File: config.mk
export PLATFORM = sky130hd
export DESIGN_NAME = rx_desc_writeback
export DESIGN_NICKNAME = d
export VERILOG_FILES = /design/src/rtl/rxwb_pkg.sv /design/src/rtl/rxwb_ring_ptr.sv /design/src/rtl/rxwb_status_enc.sv /design/src/rtl/rxwb_seq.sv /design/src/rtl/rx_desc_writeback.sv
export SDC_FILE = /design/constraint.sdc
export NUM_CORES = 1
export LEC_CHECK = 0
export BUFFER_PORTS_ARGS = -buffer_cell sky130_fd_sc_hd__buf_2
export CAP_MARGIN = 10
export CORE_ASPECT_RATIO = 0.6
export CORE_MARGIN = 5
export CORE_UTILIZATION = 30
export CTS_BUF_LIST = sky130_fd_sc_hd__clkbuf_16
export CTS_CLUSTER_DIAMETER = 200
export DETAILED_ROUTE_END_ITERATION = 10
export SKIP_CTS_REPAIR_TIMING = 1
export SYNTH_ARGS = -nofsm -noshare
export SYNTH_HDL_FRONTEND = slang
export SYNTH_SLANG_ARGS = --single-unit
export TNS_END_PERCENT = 30
File: constraint.sdc
create_clock -name clk -period 2.87 [get_ports clk]
set_input_delay 0.287 -clock clk [delete_from_list [all_inputs] [get_ports clk]]
set_output_delay 0.287 -clock clk [all_outputs]
set_load 0.1 [all_outputs]
File: src/rtl/rxwb_pkg.sv
// Shared definitions for the receive descriptor write-back engine.
// Assumes 32-bit descriptor words and a 16-bit length field.
package rxwb_pkg;

    localparam int WORD_W   = 32;
    localparam int LEN_W    = 16;
    localparam int FLAG_W   = 8;
    localparam int CTL_W    = 7;   // bits 14:8 of the status word

    localparam int BIT_EMPTY = 15;
    localparam int BIT_IRQ   = 14;
    localparam int BIT_WRAP  = 13;
    localparam int CTL_IRQ   = BIT_IRQ - 8;
    localparam int CTL_WRAP  = BIT_WRAP - 8;

    localparam int ST_TOOLONG = 3;
    localparam int ST_SHORT   = 2;

    typedef enum logic [2:0] {
        S_IDLE  = 3'd0,
        S_RD_ST = 3'd1,
        S_CHK   = 3'd2,
        S_ADDR  = 3'd3,
        S_RECV  = 3'd4,
        S_WR    = 3'd5,
        S_DROP  = 3'd6
    } rx_state_t;

endpackage

File: src/rtl/rxwb_ring_ptr.sv
// Ring pointer for the receive descriptor slots.
// Holds the current slot index. It starts at the transmit count (base)
// and wraps to base on a wrap request or past the last slot.
// Assumes base stays constant while out of reset.
module rxwb_ring_ptr #(
    parameter int NUM_BD = 128,
    localparam int IDX_W = $clog2(NUM_BD)
) (
    input  logic             clk,
    input  logic             rst_n,
    input  logic [IDX_W-1:0] base,
    input  logic             advance,
    input  logic             wrap_hit,
    output logic [IDX_W-1:0] cur
);

    localparam logic [IDX_W-1:0] LAST = IDX_W'(NUM_BD - 1);

    // Load base on reset, step or wrap on advance.
    always_ff @(posedge clk) begin
        if (!rst_n) begin
            cur <= base;
        end else if (advance) begin
            if (wrap_hit || cur == LAST)
                cur <= base;
            else
                cur <= cur + 1'b1;
        end
    end

    AST_PTR_IN_RING: assert property (@(posedge clk) disable iff (!rst_n)
        cur >= base);

endmodule

File: src/rtl/rxwb_status_enc.sv
// Status word encoder: applies the length limits, merges the datapath
// flags and builds the write-back word. Purely combinational.
// Assumes limits are minimum [31:16] and maximum [15:0].
module rxwb_status_enc
    import rxwb_pkg::*;
(
    input  logic [LEN_W-1:0]  frame_len,
    input  logic [FLAG_W-1:0] frame_flags,
    input  logic [WORD_W-1:0] len_limits,
    input  logic [CTL_W-1:0]  ctl_bits,
    output logic [WORD_W-1:0] wb_word,
    output logic              wb_err
);

    logic [LEN_W-1:0]  min_len, max_len, stored_len;
    logic              too_short, too_long;
    logic [FLAG_W-1:0] status;
    logic              unused_flags;

    // Compare against limits and form the status byte.
    always_comb begin
        min_len    = len_limits[31:16];
        max_len    = len_limits[15:0];
        too_short  = frame_len < min_len;
        too_long   = frame_len > max_len;
        stored_len = too_long ? max_len : frame_len;
        status     = {frame_flags[7:4], too_long, too_short, frame_flags[1:0]};
        wb_word    = {stored_len, 1'b0, ctl_bits, status};
        wb_err     = |status[6:0];
    end

    assign unused_flags = ^frame_flags[ST_TOOLONG:ST_SHORT];

endmodule

File: src/rtl/rxwb_seq.sv
// Frame sequencer: looks up the current descriptor on frame start,
// drops the frame when it is software-owned, holds an early frame end,
// and issues the single write-back at frame end.
// Assumes one-cycle read latency and no overlapping frames.
module rxwb_seq
    import rxwb_pkg::*;
(
    input  logic              clk,
    input  logic              rst_n,
    input  logic              rx_en,
    input  logic              frame_start,
    input  logic              frame_end,
    input  logic [LEN_W-1:0]  frame_len,
    input  logic [FLAG_W-1:0] frame_flags,
    input  logic [WORD_W-1:0] rd_data,
    input  logic              enc_err,
    output logic              mem_req,
    output logic              mem_we,
    output logic              word_sel,
    output logic              advance,
    output logic              wrap_hit,
    output logic [LEN_W-1:0]  len_q,
    output logic [FLAG_W-1:0] flags_q,
    output logic [CTL_W-1:0]  ctl_q,
    output logic [WORD_W-1:0] buf_addr,
    output logic              buf_valid,
    output logic              ev_rxf,
    output logic              ev_rxe,
    output logic              ev_busy
);

    rx_state_t state, nxt;
    logic      fin_q;
    logic      desc_free;

    assign desc_free = rd_data[BIT_EMPTY];
    assign wrap_hit  = ctl_q[CTL_WRAP];

    // Next state and memory strobes.
    always_comb begin
        nxt      = state;
        mem_req  = 1'b0;
        mem_we   = 1'b0;
        word_sel = 1'b0;
        advance  = 1'b0;
        case (state)
            S_IDLE:  if (frame_start && rx_en) nxt = S_RD_ST;
            S_RD_ST: begin
                mem_req = 1'b1;
                nxt     = S_CHK;
            end
            S_CHK: begin
                if (desc_free) begin
                    mem_req  = 1'b1;
                    word_sel = 1'b1;
                    nxt      = S_ADDR;
                end else begin
                    nxt = S_DROP;
                end
            end
            S_ADDR:  nxt = S_RECV;
            S_RECV:  if (fin_q) nxt = S_WR;
            S_WR: begin
                mem_req = 1'b1;
                mem_we  = 1'b1;
                advance = 1'b1;
                nxt     = S_IDLE;
            end
            S_DROP:  if (fin_q) nxt = S_IDLE;
            default: nxt = S_IDLE;
        endcase
    end

    // State register.
    always_ff @(posedge clk) begin
        if (!rst_n) state <= S_IDLE;
        else        state <= nxt;
    end

    // Capture frame end (possibly early) with its length and flags.
    always_ff @(posedge clk) begin
        if (!rst_n) begin
            fin_q   <= 1'b0;
            len_q   <= '0;
            flags_q <= '0;
        end else if (state == S_WR || (state == S_DROP && fin_q)) begin
            fin_q <= 1'b0;
        end else if (state != S_IDLE && frame_end) begin
            fin_q   <= 1'b1;
            len_q   <= frame_len;
            flags_q <= frame_flags;
        end
    end

    // Keep interrupt-enable and wrap bits of the accepted descriptor.
    always_ff @(posedge clk) begin
        if (!rst_n)                       ctl_q <= '0;
        else if (state == S_CHK && desc_free) ctl_q <= rd_data[14:8];
    end

    // Present the buffer address once it has been read.
    always_ff @(posedge clk) begin
        if (!rst_n) begin
            buf_addr  <= '0;
            buf_valid <= 1'b0;
        end else begin
            buf_valid <= (state == S_ADDR);
            if (state == S_ADDR) buf_addr <= rd_data;
        end
    end

    // Event pulses.
    always_ff @(posedge clk) begin
        if (!rst_n) begin
            ev_rxf  <= 1'b0;
            ev_rxe  <= 1'b0;
            ev_busy <= 1'b0;
        end else begin
            ev_busy <= (state == S_CHK) && !desc_free;
            ev_rxf  <= (state == S_WR) && ctl_q[CTL_IRQ] && !enc_err;
            ev_rxe  <= (state == S_WR) && ctl_q[CTL_IRQ] && enc_err;
        end
    end

    AST_OFF_STAYS_IDLE: assert property (@(posedge clk) disable iff (!rst_n)
        (state == S_IDLE && !rx_en) |=> (state == S_IDLE));
    AST_DROP_NO_ACCESS: assert property (@(posedge clk) disable iff (!rst_n)
        (state == S_DROP) |-> !mem_req);

endmodule

File: src/rtl/rx_desc_writeback.sv
// Top of the receive descriptor write-back engine. It connects the
// ring pointer, the sequencer and the status encoder to a single-port
// descriptor memory (status word at 2*idx, address word at 2*idx+1).
// Assumes a memory with one-cycle read latency.
module rx_desc_writeback
    import rxwb_pkg::*;
#(
    parameter int NUM_BD = 128,
    localparam int IDX_W = $clog2(NUM_BD),
    localparam int MEM_AW = IDX_W + 1
) (
    input  logic              clk,
    input  logic              rst_n,
    input  logic              rx_en,
    input  logic [IDX_W-1:0]  tx_ring_size,
    input  logic [31:0]       len_limits,
    input  logic              frame_start,
    input  logic              frame_end,
    input  logic [15:0]       frame_len,
    input  logic [7:0]        frame_flags,
    output logic [31:0]       buf_addr,
    output logic              buf_valid,
    output logic              mem_req,
    output logic              mem_we,
    output logic [MEM_AW-1:0] mem_addr,
    output logic [31:0]       mem_wdata,
    input  logic [31:0]       mem_rdata,
    output logic              ev_rxf,
    output logic              ev_rxe,
    output logic              ev_busy
);

    logic [IDX_W-1:0]  cur;
    logic              word_sel, advance, wrap_hit, enc_err;
    logic [LEN_W-1:0]  len_q;
    logic [FLAG_W-1:0] flags_q;
    logic [CTL_W-1:0]  ctl_q;

    rxwb_ring_ptr #(.NUM_BD(NUM_BD)) u_ptr (
        .clk      (clk),
        .rst_n    (rst_n),
        .base     (tx_ring_size),
        .advance  (advance),
        .wrap_hit (wrap_hit),
        .cur      (cur)
    );

    rxwb_seq u_seq (
        .clk         (clk),
        .rst_n       (rst_n),
        .rx_en       (rx_en),
        .frame_start (frame_start),
        .frame_end   (frame_end),
        .frame_len   (frame_len),
        .frame_flags (frame_flags),
        .rd_data     (mem_rdata),
        .enc_err     (enc_err),
        .mem_req     (mem_req),
        .mem_we      (mem_we),
        .word_sel    (word_sel),
        .advance     (advance),
        .wrap_hit    (wrap_hit),
        .len_q       (len_q),
        .flags_q     (flags_q),
        .ctl_q       (ctl_q),
        .buf_addr    (buf_addr),
        .buf_valid   (buf_valid),
        .ev_rxf      (ev_rxf),
        .ev_rxe      (ev_rxe),
        .ev_busy     (ev_busy)
    );

    rxwb_status_enc u_enc (
        .frame_len   (len_q),
        .frame_flags (flags_q),
        .len_limits  (len_limits),
        .ctl_bits    (ctl_q),
        .wb_word     (mem_wdata),
        .wb_err      (enc_err)
    );

    // Word address: slot index with the word-select as LSB.
    assign mem_addr = {cur, word_sel};

    AST_ONE_EVENT: assert property (@(posedge clk) disable iff (!rst_n)
        $onehot0({ev_rxf, ev_rxe, ev_busy}));
    AST_WR_RELEASES: assert property (@(posedge clk) disable iff (!rst_n)
        mem_we |-> (!mem_wdata[15] && !mem_addr[0]));
    AST_LEN_CAPPED: assert property (@(posedge clk) disable iff (!rst_n)
        mem_we |-> (mem_wdata[31:16] <= len_limits[15:0]));
    AST_BUSY_HOLDS_PTR: assert property (@(posedge clk) disable iff (!rst_n)
        ev_busy |-> $stable(cur));
    AST_RXF_CLEAN: assert property (@(posedge clk) disable iff (!rst_n)
        ev_rxf |-> ($past(mem_we) && $past(mem_wdata[6:0]) == 7'd0));

endmodule

# Yosys cells after proc, flatten, opt, wreduce, memory -nomap -nowiden
# Cells that the tools add are included.
[word_totals]
output_inout_bits = 78
register_bits = 78
input_bits = 100
[classes]
bitwise_logic = 2
n_eq_ne = 11
n_lt_le_gt_ge = 2
mux = 13
n_addsub = 1
reduce_logical = 19
[ops]
columns = ["operator", "count"]
rows = [
  ["7-bit two-way mux", 3],
  ["3-bit one-hot mux with 6 select lines", 1],
  ["16-bit > comparator", 1],
  ["16-bit less-than comparator", 1],
  ["16-bit two-way mux", 1],
  ["3-bit two-way mux", 4],
  ["3-bit equality test, second input constant", 3],
  ["1-bit logical AND", 8],
  ["2-bit by 1-bit != test with 1-bit output, second input constant", 4],
  ["7-bit by 1-bit adder with 7-bit output, second input constant", 1],
  ["7-bit equality test, second input constant", 1],
  ["7-bit OR reduction", 1],
  ["3-bit by 2-bit equality test with 1-bit output, second input constant", 2],
  ["2-bit OR reduction", 2],
  ["3-bit by 1-bit equality test with 1-bit output, second input constant", 1],
  ["3-bit zero test", 1],
  ["1-bit two-way mux", 3],
  ["3-bit AND reduction", 1],
  ["3-bit nonzero test", 1],
  ["1-bit zero test", 2],
  ["1-bit logical OR", 2],
  ["1-bit NOT", 2],
  ["1-bit one-hot mux with 2 select lines", 1],
  ["2-bit AND reduction", 1],
]

# Logic depth before layout (Yosys ltp)
# Gate-level depths: netlist of the first run.
[logic_depth]
word_depth = 5
depth_mapped = 9
depth_no_buf = 8

# By module
# A second synthesis of the first run with hierarchy kept.
[unflattened]
hier_cells = 497
area_unflattened_um2 = 4460.5
[by_module_without_submodules]
columns = ["mod", "cells_per_inst", "n_inst", "area_each_um2"]
rows = [
  ["rxwb_seq", 311, 1, 2805.2],
  ["rxwb_status_enc", 151, 1, 1196.1],
  ["rxwb_ring_ptr", 34, 1, 451.7],
  ["rx_desc_writeback", 1, 1, 7.5],
]

# Least setup slack after synthesis of the first run
# No wires, ideal clock.
[synth_path]
kind = "register to output"
startpoint = "register u_seq.state[1]"
endpoint = "output mem_req"
path_stages_with_launch = 4
setup_slack_ns = -0.250
path_buffers = 1
arrival_ns = 2.833
path_cell_list = "dfxtp_1 -> clkbuf_1 -> nand2b_1 -> o21ai_0"
[synth_between]
elab_chain_cells = 3
[synth_lines]
columns = ["item", "line", "rtl"]
rows = [
  ["start, declared", "rxwb_seq.sv:32", "rx_state_t state, nxt;"],
  ["start signal, assigned", "rxwb_seq.sv:77", "else state <= nxt;"],
  ["3-bit by 1-bit equality test with 1-bit output / 3-bit equality test (equally long branches)", "rxwb_seq.sv:46", "case (state)"],
  ["2-bit OR reduction (no line)", "n/a", ""],
  ["1-bit one-hot mux with 2 select lines (*)", "rxwb_seq.sv:46", ""],
  ["end, declared", "rx_desc_writeback.sv:23", "output logic mem_req,"],
]
# Every way passes the cells marked *; elsewhere a longest branch is shown, timed or not.

# Worst setup path in the final report of the first run
[layout_path]
startpoint = "register u_seq.len_q[12]"
endpoint = "output mem_wdata[25]"
[layout_between]
elab_chain_cells = 2
[layout_lines]
columns = ["item", "line", "rtl"]
rows = [
  ["start, declared", "rxwb_seq.sv:22", "output logic [LEN_W-1:0] len_q,"],
  ["start signal, assigned", "rxwb_seq.sv:90", "len_q <= frame_len;"],
  ["16-bit > comparator", "rxwb_status_enc.sv:25", "too_long = frame_len > max_len;"],
  ["16-bit two-way mux", "rxwb_status_enc.sv:26", "stored_len = too_long ? max_len : frame_len;"],
  ["end, declared", "rx_desc_writeback.sv:26", "output logic [31:0] mem_wdata,"],
]
# Every way passes these cells.

==> results of run 1 <==
## synthesized netlist by cell type, drive strengths merged (3+ instances only)
master,count,area [um2]
a21boi,33,251.5
a21o,3,22.52
a21oi,16,83.83
and2,4,25.02
buf,8,58.81
clkbuf,17,63.81
dfxtp,69,1381
edfxtp,7,210.2
ha,32,400.4
inv,37,141.4
mux2,17,221.5
mux2i,30,300.3
nand2,71,266.5
nand2b,7,43.79
nand3,6,30.03
nand4,5,31.28
nor2,14,55.06
nor2b,31,193.9
o211ai,3,22.52
o21ai,7,35.03
## through the flow
stage	setup slack, ps	utilization (%)	area (um2)	cells	power, mW
after global routing	-318.3	43.02	5808	806	5.406
after floorplan	227.0	-	4079	443	3.358
after detailed placement	-81.77	39.32	5309	782	3.964
after CTS	-348.8	41.42	5593	798	5.065
final	-239.2	43.02	5808	806	5.143
after global placement	-17.03	39.32	5309	782	3.919
## worst reg2reg max path, stage by stage, from the launching register on
cell and delay [ps]:
dfxtp_4 360, ha_4 250, nand4_1 160, nor4_2 390, buf_4 180, nand4_1 160
o31ai_4 130, clkinv_4 100, buf_8 150, buf_12 140, buf_4 130, nor4b_4 240
## layer usage
layer / up-vias / track usage (%)
li1: 1853 / -
met1: 1648 / 19.81
met2: 110 / 20.17
met3: 7 / 4.965
met4: 2 / 3.173
met5: - / 0
## cells by family after synthesis
group                      count (synthesis)
AOI/OAI and AO/OA                         75
xor gates and xnor gates                   4
adders and majority gates                 32
buffers and inverters                     62
DFF                                       76
muxes                                     47
other                                      1
and+or+nand+nor                          146
## layout by cell type, fill, tap and decap left out, types with 6 or more instances in the layout
| cell type | instances |
|---|---|
| buf_2 | 156 |
| nand2_1 | 71 |
| dfxtp_1 | 62 |
| inv_1 | 36 |
| a21boi_0 | 32 |
| nor2b_1 | 31 |
| mux2i_1 | 30 |
| ha_1 | 28 |
| buf_4 | 18 |
| a21oi_1 | 15 |
| nor2_1 | 12 |
| buf_6 | 10 |
| buf_12 | 10 |
| clkbuf_16 | 9 |
| mux2_4 | 8 |
| nand2b_1 | 7 |
| mux2_2 | 7 |
| edfxtp_1 | 7 |
| nand3_1 | 6 |
| o21ai_0 | 6 |
## registers in the layout (all words and copies together) (netlist names)
| register | count |
|---|---|
| u_seq.buf_addr | 32 |
| u_seq.len_q | 16 |
| u_ptr.cur | 7 |
| u_seq.ctl_q | 7 |
| u_seq.flags_q | 6 |
| u_seq.state | 3 |
| u_seq.buf_valid | 1 |
| u_seq.ev_busy | 1 |
| u_seq.ev_rxe | 1 |
| u_seq.ev_rxf | 1 |
| u_seq.fin_q | 1 |
## worst max path at each step
stage / end / slack (ps) / cells past startpoint
floorplan: mem_wdata[16] / 230 / 8
global placement: mem_wdata[23] / -20 / 12
detailed placement: mem_wdata[28] / -80 / 12
CTS: mem_wdata[28] / -350 / 10
global route: mem_wdata[25] / -320 / 11
finish: mem_wdata[25] / -240 / 11
## final cells by class
| class | count | area [um2] |
|---|---|---|
| fill | 1340 | 7694 |
| multi-input combinational | 305 | 2290 |
| sequential | 76 | 1605 |
| timing repair buffer | 197 | 1266 |
| clock buffer | 9 | 225.2 |
| tap | 175 | 219.0 |
| inverter | 37 | 143.9 |
| clock inverter | 7 | 58.81 |
## power by group through the flow
stage               logic [mW]  clock network, mW  registers, mW
floorplan                 1.50                  0           1.86
global route              2.83               1.17           1.40
detailed placement        2.57                  0           1.39
global placement          2.54                  0           1.38
finish                    2.69               1.08           1.38
CTS                       2.58               1.12           1.37
==> flow_metrics.tcl, run 1 <==
set metrics [dict create \
    dr_wl_met2_mm 4.864 \
    start_kind "flip-flop" \
    r2r_end "u_seq.ev_rxf" \
    crit_buf_inv 5 \
    rows 33 \
    synthAdderAreaFrac_pct 9.816 \
    async_reset_ff_share_pct 0 \
    maxSlewViolCount 0 \
    ys_ff_latch 76 \
    swShare_pct 47.77 \
    drv_cap 0 \
    cts_tree "built" \
    die_w_um 160.5 \
    area_delta_synth_final_pct 42.39 \
    criticalPathCategory "reg2out" \
    yosysSeqAreaShare_pct 39.02 \
    slew_headroom_pct 56.22 \
    antenna_found_initial 1 \
    wl_met1_mm 5.986 \
    finalSetupViolations 17 \
    synth_top_family_by_area "simple AND/OR/NAND/NOR gates" \
    p_int_mw 2.687 \
    ir_worst_vdd_uv 463.4 \
    p_leak_nw 2.849 \
    initial_core_util_pct 30.21 \
    clk_pin_slew_worst_paths_ps 70 \
    drc 0 \
    rsz0062_at_grt "yes" \
    cts-root-buf "clkbuf_16" \
    fin_skew_ps 6.273 \
    num_vias 3620 \
    wl_mm 11.82 \
    hpwlAfterDp_mm 9.258 \
    fin_crit_sh_pct 108.3 \
    cp_cell_sequence "ha_4, nand4_1, nor4_2, buf_4, nand4_1, o31ai_4, clkinv_4, buf_8, buf_12, mux2_4, buf_12" \
    cts.sink_count 76 \
    worst_pin_slew_ps 656.7 \
    max_stage_delay_ps 390 \
    place.gp.congestion 0.7545 \
    ys_types 50 \
    synth_xor_area_share_pct 0.8589 \
    whs_ps 191.6 \
    wl_per_cell_um 14.66 \
    combPwrFrac_pct 52.2 \
    die_area_um2 16100 \
    crit_arrival_ps 2820 \
    core_region_area_um2 13500 \
    drive_gt1_share_pct 39.46 \
    top_layer_used "met5" \
    tns_ps -2748 \
    diodes 0 \
    grt_pass1_vias 3634 \
    slowest_stage "nor4_2" \
    r2r_cells 11 \
    synth.area.mux_share_pct 12.79 \
    violations "negative setup slack" \
    place.port_buffers 174 \
    synth_edf_count 7 \
    cp.required_ps 2580 \
    min_path_cells 2 \
    final_nets 758 \
    syn-num-nets 575 \
    layout_setup_ws_ps -239.2 \
    h-tree-depth 3 \
    ff2ff_setup_slack_ps 390 \
    switchingPower_mw 2.457 \
    drtPass1Iterations 4 \
    p_clk_share_pct 21.0 \
    holdPathEnd "u_seq.ev_busy" \
    synth_area_um2 4079 \
    drt_iter0_markers 152 \
    synth_top_flop_cell "dfxtp_1" \
    io_pins 178 \
    grt_max_degree 40 \
    fp.dieH_um 100.3 \
    max_freq_mhz 321.6 \
    grt_pass1_wl_mm 18.30 \
    syn_avg_cell_area_um2 9.207 \
    antenna_left 0 \
    seqPwrFrac_pct 26.8 \
    crit_family "buffers and inverters" \
    route.met3.wl_um 906 \
    crit_fanout 6 \
    synthSimpleGateAreaFrac_pct 17.73 \
    synth_compound_area_share_pct 13.22 \
    worst_hold_startpoint "mem_rdata[15]" \
    reg2reg_from "u_seq.len_q[12]" \
    p_per_area_nw_per_um2 885.6 \
    cts_made_buffers 9 \
    grt_use_total_pct 13.93 \
    synth_cells 443 \
    overflow 0 \
    period_minus_slack_ps 3109 \
    crit_path_end_kind "output pin" \
    vias_per_cell 4.491 \
    status "finished, violations left" \
    clockBufferDepth 2 \
    yosys_warnings 0 \
    hp-class "in2reg" \
    startpoint "u_seq.len_q[12]" \
    clk_latency_ps 330 \
    finalHoldViolCount 0 \
]
Power figures use the tool's default switching activity.
==> run 2, diff against run 1 <==
--- a/config.mk
+++ b/config.mk
@@ -16,5 +16,6 @@
 export SKIP_CTS_REPAIR_TIMING = 1
 export SYNTH_ARGS = -nofsm -noshare
 export SYNTH_HDL_FRONTEND = slang
+export SYNTH_HIERARCHICAL = 1
 export SYNTH_SLANG_ARGS = --single-unit
 export TNS_END_PERCENT = 30
==> flow_metrics.tcl, run 2 <==
set metrics [dict create \
    status "finished, violations left" \
    violations "negative setup slack" \
    cts-root-buf "clkbuf_16" \
    largest_reg_flops 32 \
    synth_cells 489 \
    drv_cap 0 \
    nFillCells 1417 \
    hp-class "in2reg" \
    fin_crit_sh_pct 101.2 \
    p_leak_nw 2.863 \
    whs_ps 186.3 \
    drtPass1Iterations 4 \
    fp.dieH_um 103.7 \
    final_cell_mix "buf_2, nand2_1, dfxtp_1, inv_1, a21boi_0" \
    synth_area_um2 4385 \
    max_freq_mhz 344.4 \
    drt_iter0_markers 202 \
    fin_skew_ps 7.795 \
    ir_worst_vdd_uv 300.1 \
    p_per_area_nw_per_um2 785.5 \
    maxSlewViolCount 0 \
    antenna_left 0 \
    yosys_warnings 6 \
    cts.sink_count 76 \
    final_common_cell "buf_2" \
    clockBufferDepth 2 \
    overflow 0 \
    place_ws_ps 137.9 \
    syn-num-nets 621 \
    grt_pass1_wl_mm 19.70 \
    power_mw 4.748 \
    final_nets 773 \
    finalSetupViolations 6 \
    grt_max_degree 91 \
    slew_headroom_pct 45.31 \
    die_w_um 166.1 \
    wl_mm 12.36 \
    h-tree-depth 3 \
    drc 0 \
    io_pins 178 \
    area_delta_synth_final_pct 37.83 \
    crit_path_end_kind "output pin" \
    criticalPathCategory "reg2out" \
    grt_use_total_pct 13.69 \
    place.port_buffers 174 \
    antenna_found_initial 3 \
    period_minus_slack_ps 2903 \
    max_stage_delay_ps 410 \
    rsz0062_at_grt "yes" \
    cts_made_buffers 9 \
    cts_tree "built" \
    crit_fanout 7 \
    wl_per_cell_um 14.63 \
    layout_setup_ws_ps -33.43 \
    drive_gt1_share_pct 38.85 \
    cp_cell_sequence "ha_1, a21oi_1, nand2_1, a221o_2, o32ai_4, clkbuf_16, mux2_4, buf_12" \
    hpwlAfterDp_mm 9.497 \
    core_region_area_um2 14420 \
    num_vias 3828 \
    slowest_stage "a221o_2" \
    place.gp.congestion 0.7996 \
    cp.required_ps 2580 \
    initial_core_util_pct 30.41 \
    clk_latency_ps 330 \
    die_area_um2 17220 \
    grt_pass1_vias 3924 \
    syn_avg_cell_area_um2 8.968 \
    start_kind "flip-flop" \
    reg.largest.list "u_seq/buf_addr x32, u_seq/len_q x16" \
    crit_arrival_ps 2620 \
    rows 34 \
    vias_per_cell 4.530 \
    finalHoldViolCount 0 \
    clk_pin_slew_worst_paths_ps 60 \
    top_register "u_seq/buf_addr" \
    worst_pin_slew_ps 820.3 \
]
run 2: cell count changes in the layout (fill, tap and decap cells not counted), moves of 5 or more:
| cell | delta |
|---|---|
| nand2b_1 | -6 |
| buf_6 | -9 |
| buf_12 | +7 |
| inv_1 | +5 |
| nor2b_1 | -23 |
| nand2_1 | +49 |
| mux2_4 | +9 |
| buf_4 | -10 |
| nor2_1 | -7 |
run 2: area by class of cell:
cell class                 instances  area (um2)  area share [%]
multi-input combinational        327        2490           41.19
sequential                        76        1602           26.50
timing repair buffer             185        1230           20.35
clock buffer                      10       250.2           4.140
tap                              198       247.7           4.099
inverter                          42       157.7           2.608
clock inverter                     6       65.06           1.076
antenna                            1       2.502         0.04140
run 2: power breakdown:
group	total, mW	internal (mW)	switching, mW	leakage, nW
clock	1.21	0.732	0.474	0.156
combinational	2.22	0.757	1.46	2.08
sequential	1.32	1.19	0.133	0.630
run 2: path summary, 6_finish.rpt:
check	start	end	slack (ps)	cells past startpoint
setup / recovery	u_seq/len_q[14]	mem_wdata[27]	-30	8
hold / removal	mem_rdata[15]	u_seq/ev_busy	190	2
setup reg to reg	u_seq/len_q[13]	u_seq/ev_rxe	510	9
hold reg to reg	u_seq/flags_q[7]	u_seq/flags_q[7]	460	2
run 2: critical path, delay by kind of cell, from the launching register on:
family	cells	cell delay (ps)
flops	1	320
compound gates	3	830
mux	1	320
fa+ha+maj	1	340
simple gates	1	80
buf+inv	2	420
run 2: layer usage:
layer	vias to the layer above	track usage [%]	part of all wire, %
li1	1916	-	-
met1	1795	18.33	49
met2	100	21.22	44
met3	13	5.405	6.8
met4	4	2.295	0.57
met5	-	0	0.22
run 2: per-stage QoR:
stage / instance area (um2) / setup TNS (ps) / util [%] / instances
6_report: 6045 / -182.2 / 41.91 / 845
5_1_grt: 6045 / -901.9 / 41.91 / 845
4_1_cts: 5862 / -1133 / 40.65 / 843
3_5_place_dp: 5547 / 0 / 38.46 / 827
3_3_place_gp: 5547 / 0 / 38.46 / 827
2_1_floorplan: 4385 / 0 / - / 489
